`src/rtl/mcl_pkg.sv`:
```
package mcl_pkg;
  localparam logic [31:0] HALT_PAT = 32'h0000_008C;  // hold reset, boot, external access
  localparam logic [31:0] RUN_PAT  = 32'h0000_010B;  // clk div, boot, clk enable, soft reset

  typedef enum logic [3:0] {
    S_IDLE, S_HALT, S_PTR_A, S_WFETCH, S_WLOAD, S_WDATA,
    S_PTR_B, S_RFETCH, S_RLOAD, S_RDATA, S_RUN
  } seq_state_t;
endpackage

```
`src/rtl/mcl_req_port.sv`:
```
module mcl_req_port #(
  parameter int RW = 8,
  parameter int DW = 32
) (
  input  logic          clk,
  input  logic          rst,
  input  logic          load_i,
  input  logic          write_i,
  input  logic [RW-1:0] reg_i,
  input  logic [DW-1:0] wdata_i,
  input  logic          rsp_valid_i,
  output logic          valid_o,
  output logic          write_o,
  output logic [RW-1:0] reg_o,
  output logic [DW-1:0] wdata_o
);
  always_ff @(posedge clk) begin
    if (rst) begin
      valid_o <= 1'b0;
      write_o <= 1'b0;
      reg_o   <= '0;
      wdata_o <= '0;
    end else if (load_i) begin
      valid_o <= 1'b1;
      write_o <= write_i;
      reg_o   <= reg_i;
      wdata_o <= write_i ? wdata_i : '0;
    end else if (rsp_valid_i && valid_o) begin
      valid_o <= 1'b0;
    end
  end
endmodule

```
`src/rtl/mcl_verify.sv`:
```
module mcl_verify #(
  parameter int MM_LIMIT = 4,
  parameter int DW       = 32,
  localparam int CW      = $clog2(MM_LIMIT + 2)
) (
  input  logic          clk,
  input  logic          rst,
  input  logic          clr_i,
  input  logic          chk_i,
  input  logic [DW-1:0] rdata_i,
  input  logic [7:0]    exp_i,
  output logic          over_o,
  output logic          diff_o,
  output logic          abort_o,
  output logic [CW-1:0] count_o
);
  assign over_o  = |rdata_i[DW-1:8];
  assign diff_o  = rdata_i[7:0] != exp_i;
  assign abort_o = chk_i && !over_o && diff_o && (count_o == CW'(MM_LIMIT));

  always_ff @(posedge clk) begin
    if (rst || clr_i)
      count_o <= '0;
    else if (chk_i && !over_o && diff_o)
      count_o <= count_o + 1'b1;
  end
endmodule

```
`src/rtl/mcl_seq.sv`:
```
module mcl_seq
  import mcl_pkg::*;
#(
  parameter int          AW       = 10,
  parameter int          MM_LIMIT = 4,
  parameter logic [2:0]  BLK      = 3'd7,
  parameter logic [3:0]  SUB      = 4'd0,
  parameter logic [7:0]  CTRL_REG = 8'h10,
  parameter logic [7:0]  PTR_REG  = 8'h11,
  parameter logic [7:0]  DATA_REG = 8'h12,
  localparam int         CW       = $clog2(MM_LIMIT + 2)
) (
  input  logic          clk,
  input  logic          rst,
  input  logic          start_i,
  input  logic [AW:0]   image_len_i,
  output logic [AW-1:0] rom_addr_o,
  input  logic [7:0]    rom_data_i,
  output logic          req_valid_o,
  output logic          req_write_o,
  output logic [2:0]    req_block_o,
  output logic [3:0]    req_sub_o,
  output logic [7:0]    req_reg_o,
  output logic [31:0]   req_wdata_o,
  input  logic          rsp_valid_i,
  input  logic          rsp_err_i,
  input  logic [31:0]   rsp_rdata_i,
  output logic          done_o,
  output logic          error_o,
  output logic [CW-1:0] mismatch_o
);
  seq_state_t    state, nxt;
  logic [AW-1:0] idx_q;
  logic [AW:0]   len_q;
  logic [7:0]    exp_q;

  logic          ld, ld_w;
  logic [7:0]    ld_reg;
  logic [31:0]   ld_dat;
  logic          fin, fin_err, idx_inc, idx_clr, cap_exp, clr_v;
  logic          rsp_hit, rsp_ok, waiting, last, len_zero;
  logic          v_over, v_diff, v_abort, v_chk;
  logic [CW-1:0] v_count;

  assign rsp_hit  = rsp_valid_i && req_valid_o;
  assign rsp_ok   = rsp_hit && !rsp_err_i;
  assign last     = ({1'b0, idx_q} == (len_q - 1'b1));
  assign len_zero = (len_q == '0);
  assign waiting  = (state == S_HALT) || (state == S_PTR_A) || (state == S_WDATA) ||
                    (state == S_PTR_B) || (state == S_RDATA) || (state == S_RUN);
  assign v_chk    = (state == S_RDATA) && rsp_ok;

  always_comb begin
    nxt     = state;
    ld      = 1'b0;
    ld_w    = 1'b1;
    ld_reg  = PTR_REG;
    ld_dat  = '0;
    fin     = 1'b0;
    fin_err = 1'b0;
    idx_inc = 1'b0;
    idx_clr = 1'b0;
    cap_exp = 1'b0;
    clr_v   = 1'b0;
    unique case (state)
      S_IDLE: if (start_i) begin
        nxt = S_HALT; ld = 1'b1; ld_reg = CTRL_REG; ld_dat = HALT_PAT;
        idx_clr = 1'b1; clr_v = 1'b1;
      end
      S_HALT: if (rsp_ok) begin
        nxt = S_PTR_A; ld = 1'b1;
      end
      S_PTR_A: if (rsp_ok) begin
        if (len_zero) begin nxt = S_PTR_B; ld = 1'b1; end
        else nxt = S_WFETCH;
      end
      S_WFETCH: nxt = S_WLOAD;
      S_WLOAD: begin
        nxt = S_WDATA; ld = 1'b1; ld_reg = DATA_REG; ld_dat = {24'd0, rom_data_i};
      end
      S_WDATA: if (rsp_ok) begin
        if (last) begin nxt = S_PTR_B; ld = 1'b1; idx_clr = 1'b1; end
        else begin nxt = S_WFETCH; idx_inc = 1'b1; end
      end
      S_PTR_B: if (rsp_ok) begin
        if (len_zero) begin nxt = S_RUN; ld = 1'b1; ld_reg = CTRL_REG; ld_dat = RUN_PAT; end
        else nxt = S_RFETCH;
      end
      S_RFETCH: nxt = S_RLOAD;
      S_RLOAD: begin
        nxt = S_RDATA; ld = 1'b1; ld_w = 1'b0; ld_reg = DATA_REG; cap_exp = 1'b1;
      end
      S_RDATA: if (rsp_ok) begin
        if (v_over || v_abort) begin
          fin = 1'b1; fin_err = 1'b1;
        end else if (last) begin
          if ((v_count != '0) || v_diff) begin fin = 1'b1; fin_err = 1'b1; end
          else begin nxt = S_RUN; ld = 1'b1; ld_reg = CTRL_REG; ld_dat = RUN_PAT; end
        end else begin
          nxt = S_RFETCH; idx_inc = 1'b1;
        end
      end
      S_RUN: if (rsp_ok) fin = 1'b1;
      default: nxt = S_IDLE;
    endcase
    if (waiting && rsp_hit && rsp_err_i) begin
      fin = 1'b1; fin_err = 1'b1; ld = 1'b0;
    end
    if (fin) nxt = S_IDLE;
  end

  always_ff @(posedge clk) begin
    if (rst) begin
      state   <= S_IDLE;
      idx_q   <= '0;
      len_q   <= '0;
      exp_q   <= '0;
      done_o  <= 1'b0;
      error_o <= 1'b0;
    end else begin
      state  <= nxt;
      done_o <= fin;
      if (state == S_IDLE && start_i) begin
        len_q   <= image_len_i;
        error_o <= 1'b0;
      end
      if (fin) error_o <= fin_err;
      if (idx_clr)      idx_q <= '0;
      else if (idx_inc) idx_q <= idx_q + 1'b1;
      if (cap_exp) exp_q <= rom_data_i;
    end
  end

  assign rom_addr_o  = idx_q;
  assign req_block_o = BLK;
  assign req_sub_o   = SUB;
  assign mismatch_o  = v_count;

  mcl_req_port #(.RW(8), .DW(32)) u_req (
    .clk(clk), .rst(rst), .load_i(ld), .write_i(ld_w), .reg_i(ld_reg), .wdata_i(ld_dat),
    .rsp_valid_i(rsp_valid_i), .valid_o(req_valid_o), .write_o(req_write_o),
    .reg_o(req_reg_o), .wdata_o(req_wdata_o)
  );

  mcl_verify #(.MM_LIMIT(MM_LIMIT), .DW(32)) u_ver (
    .clk(clk), .rst(rst), .clr_i(clr_v), .chk_i(v_chk), .rdata_i(rsp_rdata_i),
    .exp_i(exp_q), .over_o(v_over), .diff_o(v_diff), .abort_o(v_abort), .count_o(v_count)
  );
endmodule

```
`config.mk`:
```
export PLATFORM = sky130hd
export DESIGN_NAME = mcl_seq
export DESIGN_NICKNAME = d
export VERILOG_FILES = /design/src/rtl/mcl_pkg.sv /design/src/rtl/mcl_req_port.sv /design/src/rtl/mcl_verify.sv /design/src/rtl/mcl_seq.sv
export SDC_FILE = /design/constraint.sdc
export NUM_CORES = 1
export LEC_CHECK = 0
export BUFFER_PORTS_ARGS = -buffer_cell sky130_fd_sc_hd__buf_2
export CAP_MARGIN = 30
export CORE_MARGIN = 5
export CORE_UTILIZATION = 45
export DETAILED_ROUTE_END_ITERATION = 6
export PLACE_DENSITY = 0.7
export SYNTH_ARGS = -nofsm -noshare
export SYNTH_HDL_FRONTEND = slang
export SYNTH_HIERARCHICAL = 1
export SYNTH_SLANG_ARGS = --single-unit
```
`constraint.sdc`:
```
create_clock -name clk -period 3.5 [get_ports clk]
set_clock_uncertainty 0.05 [all_clocks]
set_input_delay 0.175 -clock clk [delete_from_list [all_inputs] [get_ports clk]]
set_output_delay 0.175 -clock clk [all_outputs]
set_load 0.02 [all_outputs]
```
==> summary.json, run 1 <==
{
  "power_and_ir_drop": {
    "power-per-cell-area_nw_per_um2": 725,
    "static-leakage-power_nw": 2.38,
    "max-vdd-ir-drop_mv": 0.368
  },
  "finish": {
    "stdcell_count": 815,
    "area_added_between_synthesis_and_finish_pct": 26.1,
    "finish.net_count": 741,
    "insertedDiodeCount": 0,
    "final_layout_size_suffix_gt1_share_pct": 24.2
  },
  "synth": {
    "synth_sequential_area_ratio_pct": 37.5,
    "ys_dominant_reg_cell": "sky130_fd_sc_hd__dfxtp_1",
    "ys_async_sr_fraction_pct": 0,
    "synthDominantAreaCellType": "sky130_fd_sc_hd__dfxtp_1",
    "synth_edf_count": 0,
    "postSynthRegisterBits": 80,
    "postSynthCellCount": 533,
    "yosys.area_share.simple_pct": 29.0,
    "combinational_family_with_the_most_area_after_synthesis": "simple AND/OR/NAND/NOR gates",
    "compound_cell_area_share_of_the_yosys_netlist_pct": 18.2,
    "post_synth.cell_area_avg_um2": 8.02,
    "post_synth_mux_area_share_pct": 3.28,
    "post_synth_num_cell_types": 62,
    "yosysMostFrequentCell": "sky130_fd_sc_hd__dfxtp_1",
    "synth_commonest_cells": "80 x sky130_fd_sc_hd__dfxtp_1, 70 x sky130_fd_sc_hd__a21oi_1, 64 x sky130_fd_sc_hd__nand2_1, 39 x sky130_fd_sc_hd__nand2b_1, 39 x sky130_fd_sc_hd__nand3_1",
    "xor_xnor_fraction_of_synth_area_pct": 4.51,
    "post_synth_main_area_contributors": "sky130_fd_sc_hd__dfxtp_1 37%, sky130_fd_sc_hd__a21oi_1 8.2%, sky130_fd_sc_hd__nand2b_1 5.7%",
    "synthAdderAreaFrac_pct": 1.17,
    "synthesis.area_um2": 4270,
    "ys.warnings.count": 6,
    "synth_largest_type_area_fraction_pct": 37.5
  },
  "critical_path": {
    "worst-path-max-fanout": 18,
    "critical_path.endpoint_type": "register",
    "critical_path.startpoint_type": "register",
    "timing.critical_path.from": "len_q[1]$_SDFFE_PP0P_",
    "critical_path_required_ps": 3650,
    "cp_arrival_ps": 3490,
    "worstSetupPathType": "register to register",
    "critical_path.reg2reg.startpoint": "len_q[1]$_SDFFE_PP0P_"
  },
  "floorplan": {
    "row_count": 35,
    "core_region_area_um2": 9240,
    "die_x_um": 107,
    "starting_utilization_of_the_core_area_pct": 46.2,
    "chip_height_um": 107,
    "design.die.area_um2": 11500,
    "io_pins": 120
  },
  "placed_design": {
    "post-place-cells": 784,
    "hpwl_um": 8290,
    "placer_congestion": 0.865,
    "buffer_ports.inserted": 112
  },
  "sta": {
    "worst_rel_slew_slack_pct": 41.6,
    "final_hold_viol_count": 0,
    "final_max_slew_viol_count": 0,
    "setup_viol": 0,
    "finalHoldWorstSlack_ps": 6.81,
    "finalCriticalPeriod_ps": 3340,
    "pin_slew_with_the_least_headroom_to_its_limit_ps": 876,
    "min_period_over_period_pct": 95.5,
    "maxClockFrequency_mhz": 299
  },
  "grt": {
    "gr-max-usage-layer": "met2",
    "grt_antenna_before_repair": 0,
    "global_route.usage.met2_pct": 30.9,
    "first_pass_grt_wire_length_um": 18300,
    "maximum_number_of_pins_on_one_net_before_global_route_repair": 75,
    "total_routing_usage_gr_pct": 19.5,
    "via_count_of_the_first_global_routing_pass": 3832,
    "grt.overflow.total": 0,
    "gr-usage-met1_pct": 26.3,
    "grtUsageMet3_pct": 4.26
  },
  "clock_tree": {
    "source_to_sink_clock_delay_at_the_later_pin_of_the_worst_skew_pair_ps": 360,
    "cts-root-to-sink-buffers": 2,
    "clock_root_buffer": "sky130_fd_sc_hd__clkbuf_8",
    "cts_buffers": 9,
    "clock-sinks": 80,
    "cts_max_level": 3,
    "tritoncts_clock_tree": "built",
    "worst_setup_hold_path_clk_slew_ps": 90
  },
  "min_path": {
    "hold_path_startpoint": "image_len_i[2]",
    "worstHoldPathType": "input pin to register"
  },
  "detailed_routing": {
    "final_routed_wire_length_divided_by_cell_count_um": 14.4,
    "detailedRoute.firstIterationViolations": 232,
    "via_count": 4248,
    "routed_wl_um": 11700,
    "detail-route-antenna-nets": 0,
    "detail_route.first_pass.iterations": 5,
    "drc_errors": 0,
    "detail_route.vias_per_cell": 5.21
  },
  "job": {
    "cap_violations": 0
  },
  "run_status": {
    "run_status": "finished, final reports clean"
  }
}
==> sequential cells by signal, summed over array words and instances (netlist names), 3 cells and up <==
signal         count
exp_q              8
len_q             11
rom_addr_o        10
state              4
u_req/reg_o        8
u_req/wdata_o     32
u_ver/count_o      3
==> placed cells by master, fill, tap and decap left out, types with 6 or more instances in the layout <==
cell                              n
sky130_fd_sc_hd__inv_1            9
sky130_fd_sc_hd__nor3_1          11
sky130_fd_sc_hd__a21oi_1         70
sky130_fd_sc_hd__buf_2          112
sky130_fd_sc_hd__buf_4           19
sky130_fd_sc_hd__clkbuf_8        10
sky130_fd_sc_hd__or3_1            6
sky130_fd_sc_hd__dfxtp_1         79
sky130_fd_sc_hd__nand2_1         64
sky130_fd_sc_hd__mux2i_1         14
sky130_fd_sc_hd__o21ai_0          8
sky130_fd_sc_hd__nor2_1          33
sky130_fd_sc_hd__nand3_1         39
sky130_fd_sc_hd__nor4_1          10
sky130_fd_sc_hd__conb_1          36
sky130_fd_sc_hd__dlygate4sd3_1    7
sky130_fd_sc_hd__xor2_1          18
sky130_fd_sc_hd__nand2b_1        39
==> critical path: stages (launching register included) <==
cell                        delay [ps]
sky130_fd_sc_hd__dfxtp_1           370
sky130_fd_sc_hd__inv_1              70
sky130_fd_sc_hd__ha_1              200
sky130_fd_sc_hd__or4b_4            520
sky130_fd_sc_hd__nor3_2            190
sky130_fd_sc_hd__o2111ai_1         190
sky130_fd_sc_hd__or4_4             630
sky130_fd_sc_hd__nor2_4            160
sky130_fd_sc_hd__a21oi_1            80
sky130_fd_sc_hd__o211ai_1           80
sky130_fd_sc_hd__buf_4             180
sky130_fd_sc_hd__buf_4             120
sky130_fd_sc_hd__buf_6             150
sky130_fd_sc_hd__nand2b_1          130
sky130_fd_sc_hd__a21oi_1            70
==> power by group <==
part	internal [mW]	switching [mW]
Clock	0.338	0.366
Combinational	0.791	1.12
Sequential	1.14	0.157
Total	2.26	1.64
==> cell families after synthesis <==
kind of cell	count (synthesis)
AND/OR/NAND/NOR	237
buffers and inverters	50
flip-flops	80
multiplexers	14
other	2
XOR/XNOR	22
adder cells (fa/ha/maj)	4
AO/OA/AOI/OAI	124
==> through the flow <==
step	setup TNS (ps)	cell area, um^2	power (mW)	setup WS [ps]	util [%]
2_1_floorplan	0	4400	2.63	365	-
3_3_place_gp	0	5030	3.02	224	54.4
3_5_place_dp	0	5030	3.05	81.0	54.4
4_1_cts	0	5310	3.77	47.1	57.4
5_1_grt	-11.9	5390	4.18	-11.9	58.3
6_report	0	5390	3.91	159	58.3
==> area by class of cell <==
cell class	count	area (um^2)
repair buffers	143	842
clock buffers	9	124
well taps	129	161
fillers	852	3850
clock inverters	7	80.1
inverters	10	37.5
multi-input cells	437	2540
flip-flops and latches	80	1600
==> final timing paths <==
check                                                       to  slack (ps)  depth (start not counted)
worst max-delay path            u_req/wdata_o[12]$_SDFFE_PP0P_         160                         14
worst min-delay path                     len_q[2]$_SDFFE_PP0P_           7                          3
worst max register to register  u_req/wdata_o[12]$_SDFFE_PP0P_         160                         14
worst min register to register  u_req/wdata_o[17]$_SDFFE_PP0P_         420                          2
==> per-layer routing <==
metal,vias to the layer above,wire (um)
li1,2138,-
met5,-,0
met2,122,5390
met1,1971,5470
met3,17,671
met4,0,208
==> repair_timing <==
action                                  in CTS  in global routing
endpoints found under the setup margin       0                 40
setup buffers                                0                  4
hold buffers                                 7                  0
endpoints found under the hold margin        7                  0
resized for setup                            0                  5
(Power assumes the default switching activity.)
==> run 2, diff against run 1 <==
Settings changed: PLACE_DENSITY 0.7 to 0.74, SYNTH_HIERARCHICAL 1 to unset.
==> run 2 against run 1 <==
Effect of this change:
- fmax grew 9.1%
- hold slack gained 42 ps
- combinational power shrank 45%
- utilization shrank 5.1 points
- final area shrank 33%
- critical path type unchanged
- largest cell class unchanged
==> summary.json, run 2 <==
{
  "run_status": {
    "run_status": "finished, final reports clean"
  },
  "critical_path": {
    "worstRegToRegCells": {"value": 10, "change": "-4"},
    "worstSetupPathType": "register to register",
    "cp_arrival": {"value": 3260, "unit": "ps", "change": "-230 ps"},
    "worst-path-max-fanout": {"value": 6, "change": "-12"},
    "critical_path.endpoint_type": "register",
    "critical_path.startpoint_type": "register",
    "cp_slowest_stage_delay": {"value": 520, "unit": "ps", "change": "-110 ps"},
    "cpMostUsedCell": "sky130_fd_sc_hd__nor3_1",
    "worst-r2r-setup-slack": {"value": 440, "unit": "ps", "change": "+280 ps"},
    "path_cells": "inv_1 -> ha_1 -> or4b_1 -> nor3_1 -> a211oi_1 -> o31ai_2 -> nand3_1 -> a2111oi_0 -> nor3_1 -> nor3b_2",
    "critical_path_required": {"value": 3690, "unit": "ps", "change": "+40 ps"},
    "cpMaxStageDelayCell": "sky130_fd_sc_hd__a2111oi_0",
    "reg2reg_to": "state[3]$_SDFFE_PP0P_",
    "critical_path.reg2reg.startpoint": "len_q[0]$_SDFFE_PP0P_"
  },
  "min_path": {
    "worstHoldEndpoint": "len_q[4]$_SDFFE_PP0P_",
    "worstHoldPathType": "input pin to register",
    "min_path_cells": {"value": 3, "change": "unchanged"},
    "hold_path_startpoint": "image_len_i[4]"
  },
  "detailed_routing": {
    "detail_route.vias_per_cell": {"value": 5.19, "change": "-0.34%"},
    "detail_route.first_pass.iterations": {"value": 4, "change": "-1"},
    "via_count": {"value": 3018, "change": "-29%"},
    "routed_wl": {"value": 8120, "unit": "um", "change": "-31%"},
    "detail-route-antenna-nets": {"value": 0, "change": "unchanged"},
    "drc_errors": {"value": 0, "change": "unchanged"},
    "final_routed_wire_length_divided_by_cell_count": {"value": 14.0, "unit": "um", "change": "-2.9%"},
    "detailedRoute.firstIterationViolations": {"value": 255, "change": "+9.9%"}
  },
  "sta": {
    "grt_setup_unrepaired": "false",
    "final_max_slew_viol_count": {"value": 0, "change": "unchanged"},
    "worst_rel_slew_slack": {"value": 48.2, "unit": "%", "change": "+6.6 points"},
    "setup_viol": {"value": 0, "change": "unchanged"},
    "pin_slew_with_the_least_headroom_to_its_limit": {"value": 777, "unit": "ps", "change": "-99.5 ps"},
    "final_hold_viol_count": {"value": 0, "change": "unchanged"},
    "min_period_over_period": {"value": 87.5, "unit": "%", "change": "-8.0 points"},
    "maxClockFrequency": {"value": 327, "unit": "MHz", "change": "+9.1%"},
    "totalNegativeSetupSlack": {"value": 0, "unit": "ps", "change": "unchanged"},
    "finalCriticalPeriod": {"value": 3060, "unit": "ps", "change": "-279 ps"}
  },
  "clock_tree": {
    "cts-root-to-sink-buffers": {"value": 2, "change": "unchanged"},
    "clock-sinks": {"value": 52, "change": "-35%"},
    "cts_max_level": {"value": 2, "change": "-1"},
    "cts_post_setup_buffers_inserted": {"value": 0, "change": "unchanged"},
    "cts-hold-fix-buffers": {"value": 0, "change": "-7"},
    "worst_setup_hold_path_clk_slew": {"value": 100, "unit": "ps", "change": "about the same"},
    "source_to_sink_clock_delay_at_the_later_pin_of_the_worst_skew_pair": {"value": 310, "unit": "ps", "change": "-50 ps"},
    "clock_root_buffer": "sky130_fd_sc_hd__clkbuf_8",
    "cts_repair_resize_count": {"value": 0, "change": "unchanged"},
    "cts_buffers": {"value": 5, "change": "-4"},
    "tritoncts_clock_tree": "built"
  },
  "placed_design": {
    "placer_congestion": {"value": 0.976, "change": "+13%"},
    "buffer_ports.inserted": {"value": 84, "change": "-25%"},
    "hpwl": {"value": 6310, "unit": "um", "change": "-24%"},
    "post-place-cells": {"value": 572, "change": "-27%"}
  },
  "power_and_ir_drop": {
    "power-per-cell-area": {"value": 606, "unit": "nW/um^2", "change": "-16%"},
    "max-vdd-ir-drop": {"value": 0.342, "unit": "mV", "change": "-6.9%"},
    "static-leakage-power": {"value": 1.56, "unit": "nW", "change": "-34%"}
  },
  "finish": {
    "largest_register_ffs": {"value": 11, "change": "-66%"},
    "area_added_between_synthesis_and_finish_pct": 14.6,
    "stdcell_count": {"value": 581, "change": "-29%"},
    "layout_common_cells": "84 x sky130_fd_sc_hd__buf_2, 61 x sky130_fd_sc_hd__nand2_1, 52 x sky130_fd_sc_hd__dfxtp_1",
    "final_common_cell": "sky130_fd_sc_hd__buf_2",
    "final_layout_size_suffix_gt1_share": {"value": 22.5, "unit": "%", "change": "-1.7 points"},
    "insertedDiodeCount": {"value": 0, "change": "unchanged"},
    "finish.net_count": {"value": 544, "change": "-27%"},
    "fillers": {"value": 668, "change": "-22%"},
    "top_register": "len_q"
  },
  "floorplan": {
    "row_count": {"value": 30, "change": "-14%"},
    "starting_utilization_of_the_core_area": {"value": 46.4, "unit": "%", "change": "+0.19 points"},
    "chip_height": {"value": 94.0, "unit": "um", "change": "-13%"},
    "design.die.area": {"value": 8830, "unit": "um^2", "change": "-24%"},
    "core_region_area": {"value": 6830, "unit": "um^2", "change": "-26%"},
    "io_pins": {"value": 120, "change": "unchanged"},
    "die_x": {"value": 94.0, "unit": "um", "change": "-13%"}
  },
  "synth": {
    "compound_cell_area_share_of_the_yosys_netlist": {"value": 17.9, "unit": "%", "change": "-0.34 points"},
    "post_synth.cell_area_avg": {"value": 7.81, "unit": "um^2", "change": "-2.5%"},
    "postSynthRegisterBits": {"value": 52, "change": "-35%"},
    "synth_largest_type_area_fraction": {"value": 32.8, "unit": "%", "change": "-4.7 points"},
    "post_synth_main_area_contributors": "sky130_fd_sc_hd__dfxtp_1 33%, sky130_fd_sc_hd__buf_4 8.3%, sky130_fd_sc_hd__nand2_1 7.2%",
    "synthAdderAreaFrac": {"value": 1.58, "unit": "%", "change": "+0.41 points"},
    "ys.warnings.count": {"value": 0, "change": "-6"},
    "synthesis.area": {"value": 3170, "unit": "um^2", "change": "-26%"},
    "synthDominantAreaCellType": "sky130_fd_sc_hd__dfxtp_1",
    "synth_sequential_area_ratio": {"value": 32.8, "unit": "%", "change": "-4.7 points"},
    "postSynthCellCount": {"value": 406, "change": "-24%"},
    "yosys.area_share.simple": {"value": 26.8, "unit": "%", "change": "-2.3 points"},
    "xor_xnor_fraction_of_synth_area": {"value": 7.73, "unit": "%", "change": "+3.2 points"},
    "ys_dominant_reg_cell": "sky130_fd_sc_hd__dfxtp_1",
    "synth_edf_count": {"value": 0, "change": "unchanged"},
    "ys_async_sr_fraction": {"value": 0, "unit": "%", "change": "unchanged"},
    "post_synth_num_cell_types": {"value": 54, "change": "-13%"},
    "post_synth_mux_area_share": {"value": 0.986, "unit": "%", "change": "-2.3 points"},
    "yosysMostFrequentCell": "sky130_fd_sc_hd__nand2_1",
    "synth_commonest_cells": "61 x sky130_fd_sc_hd__nand2_1, 52 x sky130_fd_sc_hd__dfxtp_1, 35 x sky130_fd_sc_hd__buf_4, 34 x sky130_fd_sc_hd__nor2_1, 30 x sky130_fd_sc_hd__a21oi_1",
    "combinational_family_with_the_most_area_after_synthesis": "simple AND/OR/NAND/NOR gates"
  },
  "grt": {
    "grt.overflow.total": {"value": 0, "change": "unchanged"},
    "first_pass_grt_wire_length": {"value": 13000, "unit": "um", "change": "-29%"},
    "grt_antenna_before_repair": {"value": 0, "change": "unchanged"},
    "maximum_number_of_pins_on_one_net_before_global_route_repair": {"value": 42, "change": "-44%"},
    "total_routing_usage_gr": {"value": 18.1, "unit": "%", "change": "-1.4 points"},
    "via_count_of_the_first_global_routing_pass": {"value": 2800, "change": "-27%"}
  },
  "job": {
    "cap_violations": {"value": 0, "change": "unchanged"}
  }
}
-- run 2: worst max-delay path by stage --
stage	from	end	slack [ps]	depth (start not counted)
after floorplan	len_q[0]$_SDFFE_PP0P_	rom_addr_o[5]$_SDFFE_PP0P_	750	11
after global placement	len_q[0]$_SDFFE_PP0P_	state[1]$_SDFFE_PP0P_	590	10
after detailed placement	len_q[0]$_SDFFE_PP0P_	state[1]$_SDFFE_PP0P_	490	10
after CTS	len_q[0]$_SDFFE_PP0P_	state[1]$_SDFFE_PP0P_	460	10
after global routing	len_q[0]$_SDFFE_PP0P_	state[1]$_SDFFE_PP0P_	150	10
final	len_q[0]$_SDFFE_PP0P_	state[3]$_SDFFE_PP0P_	440	10
-- run 2: layer usage --
layer | routed length (um) | global-route usage (%)
met5 | 0 | 0
met4 | 42 | 3.85
met3 | 739 | 4.09
met2 | 3680 | 28.0
met1 | 3660 | 25.7
-- run 2: cells by family after synthesis --
group                    count (synthesis)
AND/OR/NAND/NOR                        171
buffers and inverters                   64
multiplexers                             3
adder cells (fa/ha/maj)                  4
other                                    2
flip-flops                              52
AO/OA/AOI/OAI                           82
XOR/XNOR                                28
-- run 2: cell type report --
type	count	area, um^2	share of cell area, %
clock buffers	5	68.8	1.89
clock inverters	3	21.3	0.585
inverters	12	45.0	1.24
multi-input cells	323	1870	51.5
flip-flops and latches	52	1040	28.6
well taps	96	120	3.30
repair buffers	90	465	12.8
-- run 2: critical path, delay by kind of cell, from the launching register on --
family	cells	cell delay, ps
AO/OA/AOI/OAI	3	1010
adder cells (fa/ha/maj)	1	240
buffers and inverters	1	70
flip-flops	1	370
AND/OR/NAND/NOR	5	1260
-- run 2: power by group --
part / total, mW / switching, mW / internal (mW) / leakage (nW)
Clock: 0.358 / 0.216 / 0.143 / 0.0445
Combinational: 1.05 / 0.646 / 0.401 / 1.09
Sequential: 0.798 / 0.102 / 0.696 / 0.423
Total: 2.20 / 0.964 / 1.24 / 1.56
-- run 2: through the flow --
step / hold WS (ps) / power [mW] / cell area, um^2 / setup WS [ps] / util [%]
floorplan: 261 / 1.60 / 3300 / 748 / -
global placement: 369 / 1.82 / 3540 / 590 / 51.8
detailed placement: 372 / 1.84 / 3540 / 489 / 51.8
CTS: 39.5 / 2.20 / 3630 / 462 / 53.1
global route: 45.0 / 2.36 / 3640 / 150 / 53.2
finish: 48.8 / 2.20 / 3640 / 437 / 53.2
==> run 3, diff against run 2 <==
Clock period 3.5 ns to 3.15 ns, I/O delays scaled along.
==> run 3 against run 2 <==
Effect of this change:
- first-iteration DRC count up 15%
- total power rose by 14%
- die area is the same
- critical path depth up 1
- utilization increased by 0.88 points
- highest routed layer unchanged
- hold slack worse by 11 ps
- fmax is 4.6% higher
- combinational power grew 20%
- count of clock-buffer cells in the layout is 1 higher
- sequential power grew 9.0%
- register-to-register slack got worse by 220 ps
==> summary.json, run 3 (same netlist as run 2, synthesis figures left out) <==
{
  "finish": {
    "area_added_between_synthesis_and_finish_pct": 16.5,
    "top_register": "len_q",
    "largest_register_ffs": {"value": 11, "change": "unchanged"},
    "final_common_cell": "sky130_fd_sc_hd__buf_2",
    "finish.net_count": {"value": 550, "change": "+1.1%"},
    "layout_common_cells": "84 x sky130_fd_sc_hd__buf_2, 61 x sky130_fd_sc_hd__nand2_1, 52 x sky130_fd_sc_hd__dfxtp_1",
    "postLayoutCoreUtil": {"value": 54.1, "unit": "%", "change": "+0.88 points"},
    "final_design_area_no_fill": {"value": 3700, "unit": "um^2", "change": "+1.7%"},
    "insertedDiodeCount": {"value": 0, "change": "unchanged"},
    "final_layout_size_suffix_gt1_share": {"value": 23.6, "unit": "%", "change": "+1.2 points"}
  },
  "detailed_routing": {
    "via_count": {"value": 3081, "change": "+2.1%"},
    "detail_route.first_pass.iterations": {"value": 5, "change": "+1"},
    "detailedRoute.firstIterationViolations": {"value": 292, "change": "+15%"},
    "final_routed_wire_length_divided_by_cell_count": {"value": 13.8, "unit": "um", "change": "-1.1%"},
    "detail_route.vias_per_cell": {"value": 5.25, "change": "+1.0%"},
    "detail-route-antenna-nets": {"value": 0, "change": "unchanged"},
    "routed_wl": {"value": 8110, "unit": "um", "change": "-0.11%"},
    "drc_errors": {"value": 0, "change": "unchanged"}
  },
  "critical_path": {
    "cp.depth": {"value": 11, "change": "+1"},
    "worst-path-max-fanout": {"value": 6, "change": "unchanged"},
    "critical_path.startpoint_type": "register",
    "worstRegToRegCells": {"value": 11, "change": "+1"},
    "reg2reg_to": "u_req.wdata_o[3]$_SDFFE_PP0P_",
    "critical_path_required": {"value": 3340, "unit": "ps", "change": "-350 ps"},
    "critical_path.endpoint_type": "register",
    "worst-path-buf-inv": {"value": 2, "change": "+1"},
    "critical_path.reg2reg.startpoint": "len_q[0]$_SDFFE_PP0P_",
    "worst-r2r-setup-slack": {"value": 220, "unit": "ps", "change": "-220 ps"},
    "cp_arrival": {"value": 3120, "unit": "ps", "change": "-140 ps"},
    "cpMaxStageDelayCell": "sky130_fd_sc_hd__or4b_1",
    "path_cells": "inv_1 -> ha_2 -> or4b_1 -> o21a_1 -> a211oi_2 -> o31ai_4 -> and3_4 -> a2111oi_4 -> buf_4 -> nand2_1 -> a31oi_1",
    "worstSetupPathType": "register to register",
    "cp_slowest_stage_delay": {"value": 500, "unit": "ps", "change": "-20 ps"},
    "timing.critical_path.max_delay_family": "compound AO/OA/AOI/OAI gates"
  },
  "power_and_ir_drop": {
    "max-vdd-ir-drop": {"value": 0.342, "unit": "mV", "change": "about the same"},
    "power.clock.fraction": {"value": 15.4, "unit": "%", "change": "-0.9 points"},
    "netSwitchingFraction": {"value": 42.9, "unit": "%", "change": "-0.86 points"},
    "part_of_the_total_power_dissipated_in_sequential_elements": {"value": 34.6, "unit": "%", "change": "-1.6 points"},
    "cell_internal_pwr": {"value": 1.44, "unit": "mW", "change": "+16%"},
    "power.net_switching": {"value": 1.08, "unit": "mW", "change": "+12%"},
    "power-per-cell-area": {"value": 681, "unit": "nW/um^2", "change": "+12%"},
    "p_comb_share": {"value": 50.1, "unit": "%", "change": "+2.6 points"},
    "static-leakage-power": {"value": 1.59, "unit": "nW", "change": "+1.9%"}
  },
  "job": {
    "cap_violations": {"value": 0, "change": "unchanged"}
  },
  "sta": {
    "final_max_slew_viol_count": {"value": 0, "change": "unchanged"},
    "finalCriticalPeriod": {"value": 2930, "unit": "ps", "change": "-135 ps"},
    "worst_rel_slew_slack": {"value": 47.0, "unit": "%", "change": "-1.2 points"},
    "finalHoldWorstSlack": {"value": 37.6, "unit": "ps", "change": "-11.2 ps"},
    "final_hold_viol_count": {"value": 0, "change": "unchanged"},
    "maxClockFrequency": {"value": 342, "unit": "MHz", "change": "+4.6%"},
    "grt_setup_unrepaired": "false",
    "totalNegativeSetupSlack": {"value": 0, "unit": "ps", "change": "unchanged"},
    "postLayoutSetupSlackWorst": {"value": 222, "unit": "ps", "change": "-215 ps"},
    "pin_slew_with_the_least_headroom_to_its_limit": {"value": 795, "unit": "ps", "change": "+18.4 ps"},
    "min_period_over_period": {"value": 93.0, "unit": "%", "change": "+5.4 points"},
    "setup_viol": {"value": 0, "change": "unchanged"}
  },
  "floorplan": {
    "io_pins": {"value": 120, "change": "unchanged"},
    "chip_height": {"value": 94.0, "unit": "um", "change": "unchanged"},
    "die_x": {"value": 94.0, "unit": "um", "change": "unchanged"},
    "starting_utilization_of_the_core_area": {"value": 46.4, "unit": "%", "change": "unchanged"},
    "row_count": {"value": 30, "change": "unchanged"},
    "core_region_area": {"value": 6830, "unit": "um^2", "change": "unchanged"},
    "design.die.area": {"value": 8830, "unit": "um^2", "change": "unchanged"}
  },
  "clock_tree": {
    "cts_max_level": {"value": 2, "change": "unchanged"},
    "cts-hold-fix-buffers": {"value": 0, "change": "unchanged"},
    "source_to_sink_clock_delay_at_the_later_pin_of_the_worst_skew_pair": {"value": 310, "unit": "ps", "change": "about the same"},
    "worst_setup_hold_path_clk_slew": {"value": 100, "unit": "ps", "change": "about the same"},
    "tritoncts_clock_tree": "built",
    "cts_buffers": {"value": 5, "change": "unchanged"},
    "clock_root_buffer": "sky130_fd_sc_hd__clkbuf_8",
    "clock-sinks": {"value": 52, "change": "unchanged"},
    "cts-root-to-sink-buffers": {"value": 2, "change": "unchanged"}
  },
  "placed_design": {
    "pre_cts_slack": {"value": 177, "unit": "ps", "change": "-312 ps"},
    "postPlaceCellArea": {"value": 3580, "unit": "um^2", "change": "+1.3%"},
    "placer_congestion": {"value": 0.918, "change": "-5.9%"},
    "hpwl": {"value": 6360, "unit": "um", "change": "+0.79%"},
    "buffer_ports.inserted": {"value": 84, "change": "unchanged"}
  },
  "grt": {
    "via_count_of_the_first_global_routing_pass": {"value": 2879, "change": "+2.8%"},
    "maximum_number_of_pins_on_one_net_before_global_route_repair": {"value": 42, "change": "unchanged"},
    "first_pass_grt_wire_length": {"value": 13300, "unit": "um", "change": "+2.4%"},
    "grt.overflow.total": {"value": 0, "change": "unchanged"},
    "total_routing_usage_gr": {"value": 18.4, "unit": "%", "change": "+0.29 points"},
    "grt_antenna_before_repair": {"value": 0, "change": "unchanged"}
  },
  "min_path": {
    "worstHoldPathType": "input pin to register",
    "worstHoldEndpoint": "len_q[2]$_SDFFE_PP0P_",
    "min_path_cells": {"value": 3, "change": "unchanged"},
    "hold_path_startpoint": "image_len_i[2]"
  },
  "run_status": {
    "run_status": "finished, final reports clean"
  }
}
==> run 3: worst max-delay path by stage <==
stage / from / to / slack, ps
after floorplan: len_q[0]$_SDFFE_PP0P_ / rom_addr_o[5]$_SDFFE_PP0P_ / 400
after global placement: len_q[0]$_SDFFE_PP0P_ / u_req.wdata_o[3]$_SDFFE_PP0P_ / 270
after detailed placement: len_q[0]$_SDFFE_PP0P_ / u_req.wdata_o[3]$_SDFFE_PP0P_ / 180
after CTS: len_q[0]$_SDFFE_PP0P_ / u_req.wdata_o[3]$_SDFFE_PP0P_ / 150
after global routing: len_q[0]$_SDFFE_PP0P_ / u_req.wdata_o[0]$_SDFFE_PP0P_ / 1
final: len_q[0]$_SDFFE_PP0P_ / u_req.wdata_o[3]$_SDFFE_PP0P_ / 220
==> run 3: area by class of cell <==
| cell class | instances | area [um^2] |
|---|---|---|
| Tap cell | 96 | 120 |
| Fill cell | 680 | 3140 |
| Timing Repair Buffer | 96 | 510 |
| Clock buffer | 6 | 72.6 |
| Multi-Input combinational cell | 323 | 1890 |
| Sequential cell | 52 | 1040 |
| Inverter | 12 | 45.0 |
| Clock inverter | 2 | 16.3 |
==> run 3: layer usage <==
layer / track usage, % / up-vias / part of all wire [%]
li1: - / 1520 / -
met5: 0 / - / 0
met2: 27.9 / 129 / 45
met1: 25.5 / 1413 / 46
met4: 5.17 / 0 / 1.7
met3: 5.05 / 19 / 8.2
==> run 3: worst reg2reg max path: stages, from the launching register on <==
cell	delay (ps)
sky130_fd_sc_hd__dfxtp_1	370
sky130_fd_sc_hd__inv_1	80
sky130_fd_sc_hd__ha_2	220
sky130_fd_sc_hd__or4b_1	500
sky130_fd_sc_hd__o21a_1	220
sky130_fd_sc_hd__a211oi_2	270
sky130_fd_sc_hd__o31ai_4	100
sky130_fd_sc_hd__and3_4	190
sky130_fd_sc_hd__a2111oi_4	450
sky130_fd_sc_hd__buf_4	210
sky130_fd_sc_hd__nand2_1	60
sky130_fd_sc_hd__a31oi_1	150
==> run 3: metrics by stage <==
stage	std cells	power (mW)
floorplan	439	1.78
global placement	578	2.08
detailed placement	578	2.10
CTS	586	2.48
global route	587	2.70
finish	587	2.52
==> run 3: power groups by stage <==
stage / logic, mW / registers (mW) / clock network [mW]
final: 1.26 / 0.870 / 0.386
after global routing: 1.39 / 0.887 / 0.424
after CTS: 1.22 / 0.867 / 0.397
after detailed placement: 1.22 / 0.878 / 0
after global placement: 1.20 / 0.876 / 0
after floorplan: 0.853 / 0.930 / 0
==> run 3: repair_timing <==
action,CTS,global route
setup endpoints to repair,0,10
setup buffers,0,1
resized for setup,0,3
hold endpoints to repair,0,0
